File: src/rtl/fcd_pkg.sv
package fcd_pkg;

  typedef enum logic [3:0] {
    K_NONE, K_UNL1, K_UNL2, K_RESET, K_CLRST, K_LOAD,
    K_PGMODE, K_ERASE, K_WRPAGE, K_UNPROT, K_BAD
  } kind_e;

  typedef enum logic [1:0] {S_IDLE, S_UNL1, S_UNL2} seq_e;

  localparam logic [3:0] CT_NONE   = 4'd0;
  localparam logic [3:0] CT_RESET  = 4'd1;
  localparam logic [3:0] CT_CLRST  = 4'd2;
  localparam logic [3:0] CT_LOAD   = 4'd3;
  localparam logic [3:0] CT_PGMODE = 4'd4;
  localparam logic [3:0] CT_ERASE  = 4'd5;
  localparam logic [3:0] CT_WRPAGE = 4'd6;
  localparam logic [3:0] CT_UNPROT = 4'd7;

  localparam logic [15:0] LA_MAIN   = 16'h5554;
  localparam logic [15:0] LA_ALT    = 16'hAAA8;
  localparam logic [15:0] LA_LOAD   = 16'h55F0;
  localparam logic [15:0] LA_SECTOR = 16'h0000;
  localparam logic [15:0] LA_PAGE   = 16'h00AA;
  localparam logic [15:0] LA_PASS   = 16'h5558;

  localparam logic [7:0] OP_UNL1   = 8'hAA;
  localparam logic [7:0] OP_UNL2   = 8'h55;
  localparam logic [7:0] OP_RESET  = 8'hF0;
  localparam logic [7:0] OP_CLRST  = 8'hF5;
  localparam logic [7:0] OP_PGMODE = 8'h50;
  localparam logic [7:0] OP_ERASE  = 8'h30;
  localparam logic [7:0] OP_WRPAGE = 8'hA0;

  function automatic logic kind_single(input kind_e k);
    return (k == K_RESET) || (k == K_CLRST) || (k == K_LOAD) || (k == K_PGMODE);
  endfunction

  function automatic logic kind_final(input kind_e k);
    return (k == K_ERASE) || (k == K_WRPAGE) || (k == K_UNPROT);
  endfunction

  function automatic logic [3:0] kind_to_ct(input kind_e k);
    case (k)
      K_RESET:  return CT_RESET;
      K_CLRST:  return CT_CLRST;
      K_LOAD:   return CT_LOAD;
      K_PGMODE: return CT_PGMODE;
      K_ERASE:  return CT_ERASE;
      K_WRPAGE: return CT_WRPAGE;
      K_UNPROT: return CT_UNPROT;
      default:  return CT_NONE;
    endcase
  endfunction

  function automatic logic is_array(input logic [3:0] ct);
    return (ct == CT_ERASE) || (ct == CT_WRPAGE);
  endfunction

  function automatic logic has_sect(input logic [3:0] ct);
    return (ct == CT_PGMODE) || (ct == CT_ERASE) || (ct == CT_WRPAGE);
  endfunction

endpackage

File: src/rtl/fcd_classify.sv
module fcd_classify
  import fcd_pkg::*;
#(
  parameter int HI_W   = 10,
  parameter int CMD_AW = 16,
  parameter logic [HI_W-1:0] WIN_BASE = '0
) (
  input  logic              bus_valid,
  input  logic              bus_write,
  input  logic [HI_W-1:0]   addr_hi,
  input  logic [CMD_AW-1:0] addr_lo,
  input  logic [7:0]        opcode,
  output logic              cyc_cmd,
  output kind_e             cyc_kind
);

  assign cyc_cmd = bus_valid && bus_write && (addr_hi == WIN_BASE);

  always_comb begin
    cyc_kind = K_NONE;
    if (cyc_cmd) begin
      cyc_kind = K_BAD;
      if (addr_lo == CMD_AW'(LA_MAIN)) begin
        if (opcode == OP_UNL1)        cyc_kind = K_UNL1;
        else if (opcode == OP_RESET)  cyc_kind = K_RESET;
        else if (opcode == OP_CLRST)  cyc_kind = K_CLRST;
        else if (opcode == OP_PGMODE) cyc_kind = K_PGMODE;
      end else if (addr_lo == CMD_AW'(LA_ALT)) begin
        if (opcode == OP_UNL2) cyc_kind = K_UNL2;
      end else if (addr_lo == CMD_AW'(LA_LOAD)) begin
        cyc_kind = K_LOAD;
      end else if (addr_lo == CMD_AW'(LA_SECTOR)) begin
        if (opcode == OP_ERASE) cyc_kind = K_ERASE;
      end else if (addr_lo == CMD_AW'(LA_PAGE)) begin
        if (opcode == OP_WRPAGE) cyc_kind = K_WRPAGE;
      end else if (addr_lo == CMD_AW'(LA_PASS)) begin
        cyc_kind = K_UNPROT;
      end
    end
  end

endmodule

File: src/rtl/fcd_seq_fsm.sv
module fcd_seq_fsm
  import fcd_pkg::*;
#(
  parameter int SECT_W = 6,
  parameter int DATA_W = 64,
  parameter int PASS_W = 32
) (
  input  logic              clk,
  input  logic              rst_n,
  input  logic              cyc_cmd,
  input  kind_e             cyc_kind,
  input  logic [SECT_W-1:0] sect_in,
  input  logic [DATA_W-1:0] wdata,
  output logic              cmd_valid,
  output logic [3:0]        cmd_type,
  output logic [SECT_W-1:0] cmd_sect,
  output logic [DATA_W-1:0] cmd_data,
  output logic              err_evt,
  output logic              clr_evt,
  output logic              arr_evt,
  output logic              seq_idle
);

  seq_e        state, nxt;
  logic        strobe_n, err_n;
  logic [3:0]  ct_n;
  logic [DATA_W-1:0] data_n;

  always_comb begin
    nxt      = state;
    strobe_n = 1'b0;
    err_n    = 1'b0;
    if (cyc_cmd) begin
      unique case (state)
        S_IDLE: begin
          if (cyc_kind == K_UNL1)        nxt = S_UNL1;
          else if (kind_single(cyc_kind)) strobe_n = 1'b1;
          else                            err_n = 1'b1;
        end
        S_UNL1: begin
          if (cyc_kind == K_UNL2) nxt = S_UNL2;
          else begin
            err_n = 1'b1;
            nxt   = S_IDLE;
          end
        end
        S_UNL2: begin
          nxt = S_IDLE;
          if (kind_final(cyc_kind)) strobe_n = 1'b1;
          else                      err_n = 1'b1;
        end
        default: nxt = S_IDLE;
      endcase
    end
  end

  assign ct_n = kind_to_ct(cyc_kind);

  always_comb begin
    data_n = '0;
    if (ct_n == CT_LOAD)        data_n = wdata;
    else if (ct_n == CT_UNPROT) data_n = {{(DATA_W-PASS_W){1'b0}}, wdata[PASS_W-1:0]};
  end

  assign err_evt  = err_n;
  assign clr_evt  = strobe_n && (ct_n == CT_CLRST);
  assign arr_evt  = strobe_n && is_array(ct_n);
  assign seq_idle = (state == S_IDLE);

  always_ff @(posedge clk or negedge rst_n) begin
    if (!rst_n) begin
      state     <= S_IDLE;
      cmd_valid <= 1'b0;
      cmd_type  <= CT_NONE;
      cmd_sect  <= '0;
      cmd_data  <= '0;
    end else begin
      state     <= nxt;
      cmd_valid <= strobe_n;
      cmd_type  <= strobe_n ? ct_n : CT_NONE;
      cmd_sect  <= (strobe_n && has_sect(ct_n)) ? sect_in : '0;
      cmd_data  <= strobe_n ? data_n : '0;
    end
  end

endmodule

File: src/rtl/fcd_status.sv
module fcd_status (
  input  logic clk,
  input  logic rst_n,
  input  logic err_evt,
  input  logic clr_evt,
  input  logic clr_i,
  input  logic arr_evt,
  input  logic done_i,
  output logic stat_err,
  output logic stat_busy
);

  always_ff @(posedge clk or negedge rst_n) begin
    if (!rst_n) begin
      stat_err  <= 1'b0;
      stat_busy <= 1'b0;
    end else begin
      if (err_evt)               stat_err <= 1'b1;
      else if (clr_i || clr_evt) stat_err <= 1'b0;
      if (arr_evt)     stat_busy <= 1'b1;
      else if (done_i) stat_busy <= 1'b0;
    end
  end

endmodule

File: src/rtl/flash_cmd_decoder.sv
module flash_cmd_decoder
  import fcd_pkg::*;
#(
  parameter int ADDR_W = 32,
  parameter int DATA_W = 64,
  parameter int CMD_AW = 16,
  parameter int SECT_W = 6,
  parameter int PASS_W = 32,
  parameter logic [ADDR_W-CMD_AW-SECT_W-1:0] WIN_BASE = 10'h2A0
) (
  input  logic              clk,
  input  logic              rst_n,
  input  logic              bus_valid,
  input  logic              bus_write,
  input  logic [ADDR_W-1:0] bus_addr,
  input  logic [DATA_W-1:0] bus_wdata,
  input  logic              done_i,
  input  logic              clr_i,
  output logic              cmd_valid,
  output logic [3:0]        cmd_type,
  output logic [SECT_W-1:0] cmd_sect,
  output logic [DATA_W-1:0] cmd_data,
  output logic              stat_err,
  output logic              stat_busy
);

  localparam int LOW_W = CMD_AW + SECT_W;
  localparam int HI_W  = ADDR_W - LOW_W;

  logic  cyc_cmd;
  kind_e cyc_kind;
  logic  err_evt, clr_evt, arr_evt, seq_idle;

  fcd_classify #(.HI_W(HI_W), .CMD_AW(CMD_AW), .WIN_BASE(WIN_BASE)) u_cls (
    .bus_valid (bus_valid),
    .bus_write (bus_write),
    .addr_hi   (bus_addr[ADDR_W-1:LOW_W]),
    .addr_lo   (bus_addr[CMD_AW-1:0]),
    .opcode    (bus_wdata[7:0]),
    .cyc_cmd   (cyc_cmd),
    .cyc_kind  (cyc_kind)
  );

  fcd_seq_fsm #(.SECT_W(SECT_W), .DATA_W(DATA_W), .PASS_W(PASS_W)) u_fsm (
    .clk       (clk),
    .rst_n     (rst_n),
    .cyc_cmd   (cyc_cmd),
    .cyc_kind  (cyc_kind),
    .sect_in   (bus_addr[LOW_W-1:CMD_AW]),
    .wdata     (bus_wdata),
    .cmd_valid (cmd_valid),
    .cmd_type  (cmd_type),
    .cmd_sect  (cmd_sect),
    .cmd_data  (cmd_data),
    .err_evt   (err_evt),
    .clr_evt   (clr_evt),
    .arr_evt   (arr_evt),
    .seq_idle  (seq_idle)
  );

  fcd_status u_sts (
    .clk       (clk),
    .rst_n     (rst_n),
    .err_evt   (err_evt),
    .clr_evt   (clr_evt),
    .clr_i     (clr_i),
    .arr_evt   (arr_evt),
    .done_i    (done_i),
    .stat_err  (stat_err),
    .stat_busy (stat_busy)
  );

endmodule

File: config.mk
export PLATFORM = sky130hd
export DESIGN_NAME = flash_cmd_decoder
export DESIGN_NICKNAME = d
export VERILOG_FILES = /design/src/rtl/fcd_pkg.sv /design/src/rtl/fcd_classify.sv /design/src/rtl/fcd_seq_fsm.sv /design/src/rtl/fcd_status.sv /design/src/rtl/flash_cmd_decoder.sv
export SDC_FILE = /design/constraint.sdc
export NUM_CORES = 1
export LEC_CHECK = 0
export ABC_AREA = 1
export BUFFER_PORTS_ARGS = -buffer_cell sky130_fd_sc_hd__buf_2
export CORE_ASPECT_RATIO = 1.4
export CORE_MARGIN = 4
export CORE_UTILIZATION = 50
export CTS_CLUSTER_DIAMETER = 150
export CTS_CLUSTER_SIZE = 10
export DETAILED_ROUTE_END_ITERATION = 12
export PLACE_DENSITY_LB_ADDON = 0.2
export SYNTH_ARGS = -nofsm -noshare
export SYNTH_HDL_FRONTEND = slang
export SYNTH_SLANG_ARGS = --single-unit
export TNS_END_PERCENT = 50
File: constraint.sdc
create_clock -name clk -period 3.5 [get_ports clk]
set_input_delay 0.7 -clock clk [delete_from_list [all_inputs] [get_ports clk]]
set_output_delay 0.7 -clock clk [all_outputs]
set_load 0.05 [all_outputs]
==> reports/summary.json, run 1 <==
{
  "status": {
    "run_status": "finished, final reports clean"
  },
  "routing": {
    "post_drt_wl_per_cell_um": 12.7,
    "via_count": 3509,
    "route.final.wire_length_um": 9330,
    "first_pass_iters": 4,
    "avgViaCountPerCell": 4.79,
    "drtIter0Drc": 160,
    "post-route-drc-count": 0,
    "antenna_violating_nets_post_route": 0
  },
  "setup_path": {
    "crit_required_ns": 3.77,
    "worst-r2r-cell-count": 8,
    "timing.critical_path.cells": "buf_2 > inv_1 > nand2_1 > nor3_1 > nand3_1 > a21oi_1 > nand3_2 > nor2_4 > nand3_1 > nand3_2 > nand2_2 > nand2_4 > buf_4 > nand2_1 > nor2_1",
    "crit_path_end": "u_fsm.cmd_data[38]",
    "rr_startpoint": "u_fsm.state[0]",
    "critPathLaunchType": "input port",
    "critical_path_class": "in2reg",
    "cpPeakStageDelay_ns": 0.29,
    "startpoint": "bus_addr[22]",
    "worst-endpoint-arrival_ns": 2.81,
    "timing.rr.end": "u_fsm.cmd_data[38]",
    "crit_path_end_kind": "register",
    "timing.critical_path.fanout_max": 28,
    "worst_path_max_delay_cell": "sky130_fd_sc_hd__buf_4",
    "reg2reg_setup_slack_ns": 1.84
  },
  "placed_design": {
    "finalWeightedCongestion": 0.868,
    "buffer_ports.inserted": 177,
    "place_inst": 717,
    "dp_hpwl_um": 7400,
    "preCtsSetupSlack_ns": 0.580
  },
  "synthesis": {
    "yosys.cell_types.count": 28,
    "synth-xor-area-share_pct": 0,
    "synthCells": 456,
    "syn-mean-instance-area_sq_um": 7.97,
    "synth_seq_cells": 78,
    "synth-async-reset-ratio_pct": 100,
    "synth_enable_flop_cells": 0,
    "synth_area_in_compound_gates_pct": 1.27,
    "yosys_warnings": 0,
    "synth-main-ff-cell": "sky130_fd_sc_hd__dfrtp_1",
    "synth_fa_ha_area_share_pct": 0,
    "synth_sequential_area_ratio_pct": 53.7,
    "syn-cell-area_sq_um": 3630,
    "mappedNetlistNets": 558,
    "synth-simple-area-share_pct": 37.8,
    "main_combinational_cell_family_by_area_after_synthesis": "simple AND/OR/NAND/NOR gates",
    "synthMuxAreaShare_pct": 0
  },
  "finish": {
    "register_area_sq_um": 1950,
    "nFillCells": 621,
    "area.growth.synth_to_final_pct": 30.1,
    "finalNonFillerCells": 732,
    "final_nets": 735,
    "drive_above_1_share_pct": 37.0,
    "area_occupied_by_multi_input_gates_sq_um": 1420,
    "layout_commonest_cell": "sky130_fd_sc_hd__buf_2",
    "antenna-diode-count": 0,
    "mostFrequentLayoutCells": "sky130_fd_sc_hd__buf_2 (176), sky130_fd_sc_hd__nand2_1 (141), sky130_fd_sc_hd__nor2_1 (105)"
  },
  "timing": {
    "timing.final.max_slew_violations": 0,
    "final_period_util_pct": 72.7,
    "timing.slew.headroom_pct": 38.7,
    "max_freq_ghz": 0.393,
    "timing_hold_violations_final": 0,
    "tns_ns": 0,
    "worst_hold_slack_ns": 0.496,
    "clock-skew-final_ns": 0.00787,
    "max_slew.worst_pin.slew_ns": 0.920,
    "setup_viol": 0,
    "grt_setup_unrepaired": "false",
    "period_needed_ns": 2.54,
    "finalWorstSetupSlack_ns": 0.956
  },
  "cts": {
    "holdBufCountCts": 0,
    "post_cts_resized": 0,
    "tritoncts_num_sinks": 78,
    "clk-insertion-delay-late_ns": 0.34,
    "clk_pin_slew_ns": 0.07,
    "tritoncts": "built",
    "tritoncts_buffer_count": 9,
    "postCtsSetupBuffers": 0,
    "root_buffer": "sky130_fd_sc_hd__clkbuf_8",
    "htree_num_levels": 3,
    "cts_max_path_buffers": 2
  },
  "floorplan": {
    "pin_count": 179,
    "core_sq_um": 7030,
    "floorplan.die_area_sq_um": 8720,
    "initial_cell_density_of_the_core_pct": 51.7,
    "die_width_um": 80.1,
    "std_cell_rows": 36,
    "die_height_um": 109
  },
  "global_route": {
    "number_of_antenna_violations_at_the_first_check_in_global_routing": 0,
    "grt_remaining_overflow": 0,
    "global_route_wire_length_before_repair_um": 14600,
    "grt_max_degree": 79,
    "grt_usage_pct": 21.7,
    "first_global_vias": 3337
  },
  "power": {
    "p_sw_share_pct": 22.8,
    "peakVddDrop_v": 0.000172,
    "sequentialPowerShare_pct": 57.8,
    "power_report.internal_total_uw": 1200,
    "clkPwrFrac_pct": 34.6,
    "power.share.combinational_pct": 7.6,
    "p_sw_uw": 356,
    "leakagePower_uw": 0.00266,
    "powerDensity_nw_per_um2": 330
  },
  "flow_run": {
    "max-cap-violations": 0
  },
  "min_path": {
    "hold_class": "in2async"
  }
}
-- worst max-delay path, delay by kind of cell --
family | cells | cell delay, ns
AND/OR/NAND/NOR | 11 | 1.47
buffers and inverters | 3 | 0.44
AO/OA/AOI/OAI | 1 | 0.18
-- cell families after synthesis --
family | after synthesis
buffers and inverters | 60
other | 1
DFF | 78
and+or+nand+nor | 309
AOI/OAI and AO/OA | 8
-- registers in the layout, indices dropped and copies added (netlist names) --
name	cells
u_fsm.state	2
u_sts.stat_busy	1
u_fsm.cmd_type	3
u_fsm.cmd_data	64
u_fsm.cmd_sect	6
u_sts.stat_err	1
u_fsm.cmd_valid	1
-- synth_stat cells (2+ instances only) --
cell	instances	area share, %
sky130_fd_sc_hd__nand3_1	16	2.2
sky130_fd_sc_hd__nor2_2	10	1.7
sky130_fd_sc_hd__nand4_1	7	1.2
sky130_fd_sc_hd__nor3_2	6	1.7
sky130_fd_sc_hd__nand2_2	9	1.5
sky130_fd_sc_hd__buf_2	2	0.28
sky130_fd_sc_hd__nor3_1	3	0.41
sky130_fd_sc_hd__dfrtp_1	78	54
sky130_fd_sc_hd__buf_4	6	1.2
sky130_fd_sc_hd__a21oi_1	2	0.28
sky130_fd_sc_hd__nor2_1	105	11
sky130_fd_sc_hd__clkbuf_1	5	0.52
sky130_fd_sc_hd__inv_2	8	0.83
sky130_fd_sc_hd__o21ai_0	4	0.55
sky130_fd_sc_hd__nand2_1	141	15
sky130_fd_sc_hd__inv_1	36	3.7
sky130_fd_sc_hd__nand3_2	4	1.1
sky130_fd_sc_hd__nor2_4	4	1.2
-- area by class of cell --
type	count	area share (%)
flip-flops and latches	78	41.3
repair buffers	180	19.3
clock inverters	2	0.212
inverters	46	3.68
clock buffers	13	2.94
multi-input cells	318	30.1
well taps	95	2.51
-- stage by stage --
step / instance area (sq um) / power, uW / util (%)
final: 4730 / 1560 / 67.3
after global routing: 4730 / 1630 / 67.3
after CTS: 4730 / 1580 / 67.3
after detailed placement: 4580 / 1040 / 65.2
after global placement: 4580 / 1040 / 65.2
after floorplan: 3630 / 952 / -
-- routing by layer --
metal  routed length [um]  part of all wire [%]  vias up  global-route usage [%]
met5                    0                     0        -                       0
met4                  248                   2.7        0                    9.66
met3                  724                   7.8       18                    4.05
met2                 5070                    54      147                    39.9
met1                 3280                    35     1611                    23.9
li1                     -                     -     1733                       -
-- worst min path at each step --
stage | slack (ns) | endpoint | cells after the start | from
finish | 0.50 | u_fsm.cmd_data[30] | 1 | rst_n
global route | 0.55 | u_sts.stat_busy | 2 | u_sts.stat_busy
CTS | 0.50 | u_sts.stat_busy | 2 | u_sts.stat_busy
detailed placement | 0.48 | u_sts.stat_busy | 2 | u_sts.stat_busy
global placement | 0.47 | u_sts.stat_busy | 2 | u_sts.stat_busy
floorplan | 0.40 | u_fsm.cmd_data[0] | 0 | rst_n
-- power by group through the flow --
stage               combinational, uW  sequential (uW)  clock (uW)
floorplan                        33.0              919           0
global placement                  118              919           0
detailed placement                120              919           0
CTS                               121              901         555
global route                      134              901         596
finish                            119              902         540
Note: power is estimated with default switching activity, not from simulation.
==> run 2: changes to the inputs <==
Settings changed: ABC_AREA 1 to 0, CORE_UTILIZATION 50 to 44.
Clock period 3.5 ns to 2.4 ns, I/O delays scaled along.
==> run 2 against run 1 <==
Net effect:
- clock power increased by 81%
- largest cell class unchanged
- die area decreased by 0.83%
- count of clock-buffer cells in the layout unchanged
- critical endpoint is now u_fsm.cmd_sect[0]
- highest routed layer unchanged
- the run now ends with setup timing left
==> reports/summary.json, run 2 <==
{
  "setup_path": {
    "timing.rr.end": "u_fsm.cmd_data[59]",
    "reg2reg_setup_slack": {"value": 0.37, "unit": "ns", "change": "-1.47 ns"},
    "startpoint": "bus_addr[5]",
    "crit_required": {"value": 2.68, "unit": "ns", "change": "-1.09 ns"},
    "worst-r2r-cell-count": {"value": 9, "change": "+1"},
    "timing.critical_path.fanout_max": {"value": 7, "change": "-75%"},
    "crit_path_end_kind": "register",
    "critical_path_class": "in2reg",
    "worst-endpoint-arrival": {"value": 3.09, "unit": "ns", "change": "+0.28 ns"},
    "critPathLaunchType": "input port",
    "rr_startpoint": "u_fsm.state[0]"
  },
  "status": {
    "failed_checks": "setup timing",
    "run_status": "complete, but fails checks"
  },
  "cts": {
    "tritoncts": "built",
    "clk_pin_slew": {"value": 0.07, "unit": "ns", "change": "about the same"},
    "tritoncts_buffer_count": {"value": 9, "change": "unchanged"},
    "htree_num_levels": {"value": 3, "change": "unchanged"},
    "root_buffer": "sky130_fd_sc_hd__clkbuf_8",
    "holdBufCountCts": {"value": 0, "change": "unchanged"},
    "clk-insertion-delay-late": {"value": 0.34, "unit": "ns", "change": "about the same"},
    "tritoncts_num_sinks": {"value": 78, "change": "unchanged"},
    "cts_max_path_buffers": {"value": 2, "change": "unchanged"}
  },
  "synthesis": {
    "synth-async-reset-ratio": {"value": 100, "unit": "%", "change": "unchanged"},
    "synthTopCellsByArea": "sky130_fd_sc_hd__dfrtp_1 (62%), sky130_fd_sc_hd__and2_1 (13%), sky130_fd_sc_hd__and3_1 (1.6%)",
    "syn-cell-area": {"value": 3170, "unit": "sq um", "change": "-13%"},
    "synth-main-ff-cell": "sky130_fd_sc_hd__dfrtp_1",
    "yosysTopAreaCell": "sky130_fd_sc_hd__dfrtp_1",
    "synth_largest_type_area_fraction": {"value": 61.6, "unit": "%", "change": "+7.9 points"},
    "yosys_warnings": {"value": 0, "change": "unchanged"},
    "mappedNetlistNets": {"value": 360, "change": "-35%"},
    "synth_seq_cells": {"value": 78, "change": "unchanged"},
    "syn-mean-instance-area": {"value": 12.3, "unit": "sq um", "change": "+54%"},
    "synth_enable_flop_cells": {"value": 0, "change": "unchanged"},
    "synthCells": {"value": 258, "change": "-43%"},
    "synthMostInstantiatedCell": "sky130_fd_sc_hd__dfrtp_1",
    "synth_sequential_area_ratio": {"value": 61.6, "unit": "%", "change": "+7.9 points"},
    "yosys.cell_types.count": {"value": 48, "change": "+71%"},
    "synth.top_cells.by_count": "sky130_fd_sc_hd__dfrtp_1 (78), sky130_fd_sc_hd__and2_1 (66), sky130_fd_sc_hd__and3_1 (8)"
  },
  "timing": {
    "timing.final.max_slew_violations": {"value": 0, "change": "unchanged"},
    "clock-skew-final": {"value": 0.00485, "unit": "ns", "change": "-0.00303 ns"},
    "setup_viol": {"value": 76, "change": "+76"},
    "grt_setup_unrepaired": "true",
    "final_period_util_pct": 117,
    "max_freq_ghz": 0.356,
    "period_needed_ns": 2.81,
    "max_slew.worst_pin.slew": {"value": 0.530, "unit": "ns", "change": "-0.390 ns"},
    "finalWorstSetupSlack": {"value": -0.405, "unit": "ns", "change": "-1.36 ns"},
    "timing_hold_violations_final": {"value": 0, "change": "unchanged"},
    "tns": {"value": -27.14, "unit": "ns", "change": "-27.14 ns"},
    "timing.slew.headroom": {"value": 64.3, "unit": "%", "change": "+26 points"}
  },
  "finish": {
    "drive_above_1_share": {"value": 53.7, "unit": "%", "change": "+17 points"},
    "finalNonFillerCells": {"value": 587, "change": "-20%"},
    "final_core_util": {"value": 69.3, "unit": "%", "change": "+2.0 points"},
    "final_nets": {"value": 589, "change": "-20%"},
    "mostFrequentLayoutCells": "sky130_fd_sc_hd__buf_2 (173), sky130_fd_sc_hd__dfrtp_1 (78), sky130_fd_sc_hd__and2_1 (63)",
    "area.growth.synth_to_final_pct": 52.7,
    "layout_commonest_cell": "sky130_fd_sc_hd__buf_2",
    "nFillCells": {"value": 503, "change": "-19%"},
    "register_area": {"value": 1950, "unit": "sq um", "change": "unchanged"},
    "largest_registers": "u_fsm.cmd_data (64), u_fsm.cmd_sect (6), u_fsm.cmd_type (3)",
    "area_occupied_by_multi_input_gates": {"value": 1240, "unit": "sq um", "change": "-13%"},
    "flip_flop_count_of_the_largest_register_all_copies_and_words_added": {"value": 64, "change": "unchanged"},
    "antenna-diode-count": {"value": 0, "change": "unchanged"},
    "register_containing_the_most_flip_flops_in_the_final_layout": "u_fsm.cmd_data"
  },
  "global_route": {
    "grt_remaining_overflow": {"value": 0, "change": "unchanged"},
    "first_global_vias": {"value": 2881, "change": "-14%"},
    "global_route_wire_length_before_repair": {"value": 13300, "unit": "um", "change": "-9.2%"},
    "grt_max_degree": {"value": 44, "change": "-44%"},
    "number_of_antenna_violations_at_the_first_check_in_global_routing": {"value": 0, "change": "unchanged"},
    "grt_usage": {"value": 20.4, "unit": "%", "change": "-1.3 points"}
  },
  "floorplan": {
    "die_width": {"value": 79.7, "unit": "um", "change": "-0.41%"},
    "floorplan.die_area": {"value": 8640, "unit": "sq um", "change": "-0.83%"},
    "initial_cell_density_of_the_core": {"value": 45.4, "unit": "%", "change": "-6.3 points"},
    "core": {"value": 6980, "unit": "sq um", "change": "-0.64%"},
    "die_height": {"value": 108, "unit": "um", "change": "-0.42%"},
    "std_cell_rows": {"value": 36, "change": "unchanged"},
    "pin_count": {"value": 179, "change": "unchanged"}
  },
  "routing": {
    "drtIter0Drc": {"value": 102, "change": "-36%"},
    "post_drt_wl_per_cell": {"value": 14.9, "unit": "um", "change": "+17%"},
    "via_count": {"value": 2852, "change": "-19%"},
    "antenna_violating_nets_post_route": {"value": 0, "change": "unchanged"},
    "avgViaCountPerCell": {"value": 4.86, "change": "+1.4%"},
    "first_pass_iters": {"value": 4, "change": "unchanged"},
    "post-route-drc-count": {"value": 0, "change": "unchanged"},
    "route.final.wire_length": {"value": 8760, "unit": "um", "change": "-6.2%"}
  },
  "power": {
    "powerDensity": {"value": 509, "unit": "nW/um^2", "change": "+54%"},
    "leakagePower": {"value": 0.00272, "unit": "uW", "change": "+2.1%"},
    "peakVddDrop": {"value": 0.000254, "unit": "V", "change": "+48%"}
  },
  "min_path": {
    "hold_class": "in2async"
  },
  "flow_run": {
    "max-cap-violations": {"value": 0, "change": "unchanged"}
  },
  "placed_design": {
    "finalWeightedCongestion": {"value": 0.910, "change": "+4.8%"},
    "preCtsSetupSlack": {"value": -0.895, "unit": "ns", "change": "-1.47 ns"},
    "place_inst": {"value": 563, "change": "-21%"},
    "dp_hpwl": {"value": 6750, "unit": "um", "change": "-8.8%"},
    "buffer_ports.inserted": {"value": 177, "change": "unchanged"}
  }
}
## run 2: changes by cell type after synthesis, moves of 8 or more
cell,previous run,this run
sky130_fd_sc_hd__nand2_1,141,7
sky130_fd_sc_hd__nor2_1,105,6
sky130_fd_sc_hd__and2_1,0,66
sky130_fd_sc_hd__inv_1,36,3
sky130_fd_sc_hd__nand3_1,16,6
sky130_fd_sc_hd__nor2_2,10,0
sky130_fd_sc_hd__nand2_2,9,0
sky130_fd_sc_hd__and3_1,0,8
sky130_fd_sc_hd__inv_2,8,0
## run 2: where the power goes
part           internal, uW  switching, uW
registers              1310        0.00817
logic                  95.2           79.9
clock network           537            439
total                  1950            519
## run 2: critical path: stages
cell and delay, ns:
sky130_fd_sc_hd__buf_6 0.09, sky130_fd_sc_hd__or4_4 0.53, sky130_fd_sc_hd__or4_4 0.57, sky130_fd_sc_hd__or3_4 0.38, sky130_fd_sc_hd__a21o_1 0.17, sky130_fd_sc_hd__a21o_1 0.20, sky130_fd_sc_hd__buf_6 0.14, sky130_fd_sc_hd__buf_6 0.11
sky130_fd_sc_hd__a31oi_4 0.19, sky130_fd_sc_hd__and3_4 0.21
## run 2: cell type report
class | instances | area share, %
repair buffers | 226 | 27.2
clock buffers | 13 | 3.28
multi-input cells | 169 | 25.6
clock inverters | 3 | 0.879
flip-flops and latches | 78 | 40.3
inverters | 3 | 0.233
well taps | 95 | 2.46
## run 2: worst max-delay path by stage
stage                                    end  slack [ns]
after global routing      u_fsm.cmd_data[50]       -0.48
after CTS                 u_fsm.cmd_data[17]       -0.38
after global placement    u_fsm.cmd_data[50]       -0.83
after floorplan           u_fsm.cmd_data[32]       -0.57
after detailed placement  u_fsm.cmd_data[35]       -0.89
final                      u_fsm.cmd_sect[0]       -0.41
## run 2: logic make-up after synthesis
| logic type | after synthesis | share of synthesized area, % |
|---|---|---|
| flops | 78 | 61.6 |
| buf+inv | 11 | 2.29 |
| other cells | 1 | 0.118 |
| simple gates | 136 | 27.6 |
| compound gates | 30 | 7.78 |
| mux | 2 | 0.632 |
## run 2: timing repair
action                                 4_1_cts  5_1_grt
buffers inserted                             2        4
gates resized for setup                     14       14
setup endpoints to repair                   76       77
pin swaps                                    7        4
gates cloned                                 2        0
endpoints found under the hold margin        0        0
## run 2: layer usage
layer  routed length [um]  track usage, %
met1                 3000            20.8
met5                    0               0
met2                 4820            37.9
met3                  673            4.67
met4                  265            10.5
## run 2: through the flow
step                      hold WS [ns]  power [uW]  cell area [sq um]
final                            0.122        2460               4840
after global routing             0.147        2570               4840
after CTS                        0.125        2480               4750
after detailed placement         0.502        1510               4460
after global placement           0.490        1500               4460
after floorplan                  0.184        1360               3170
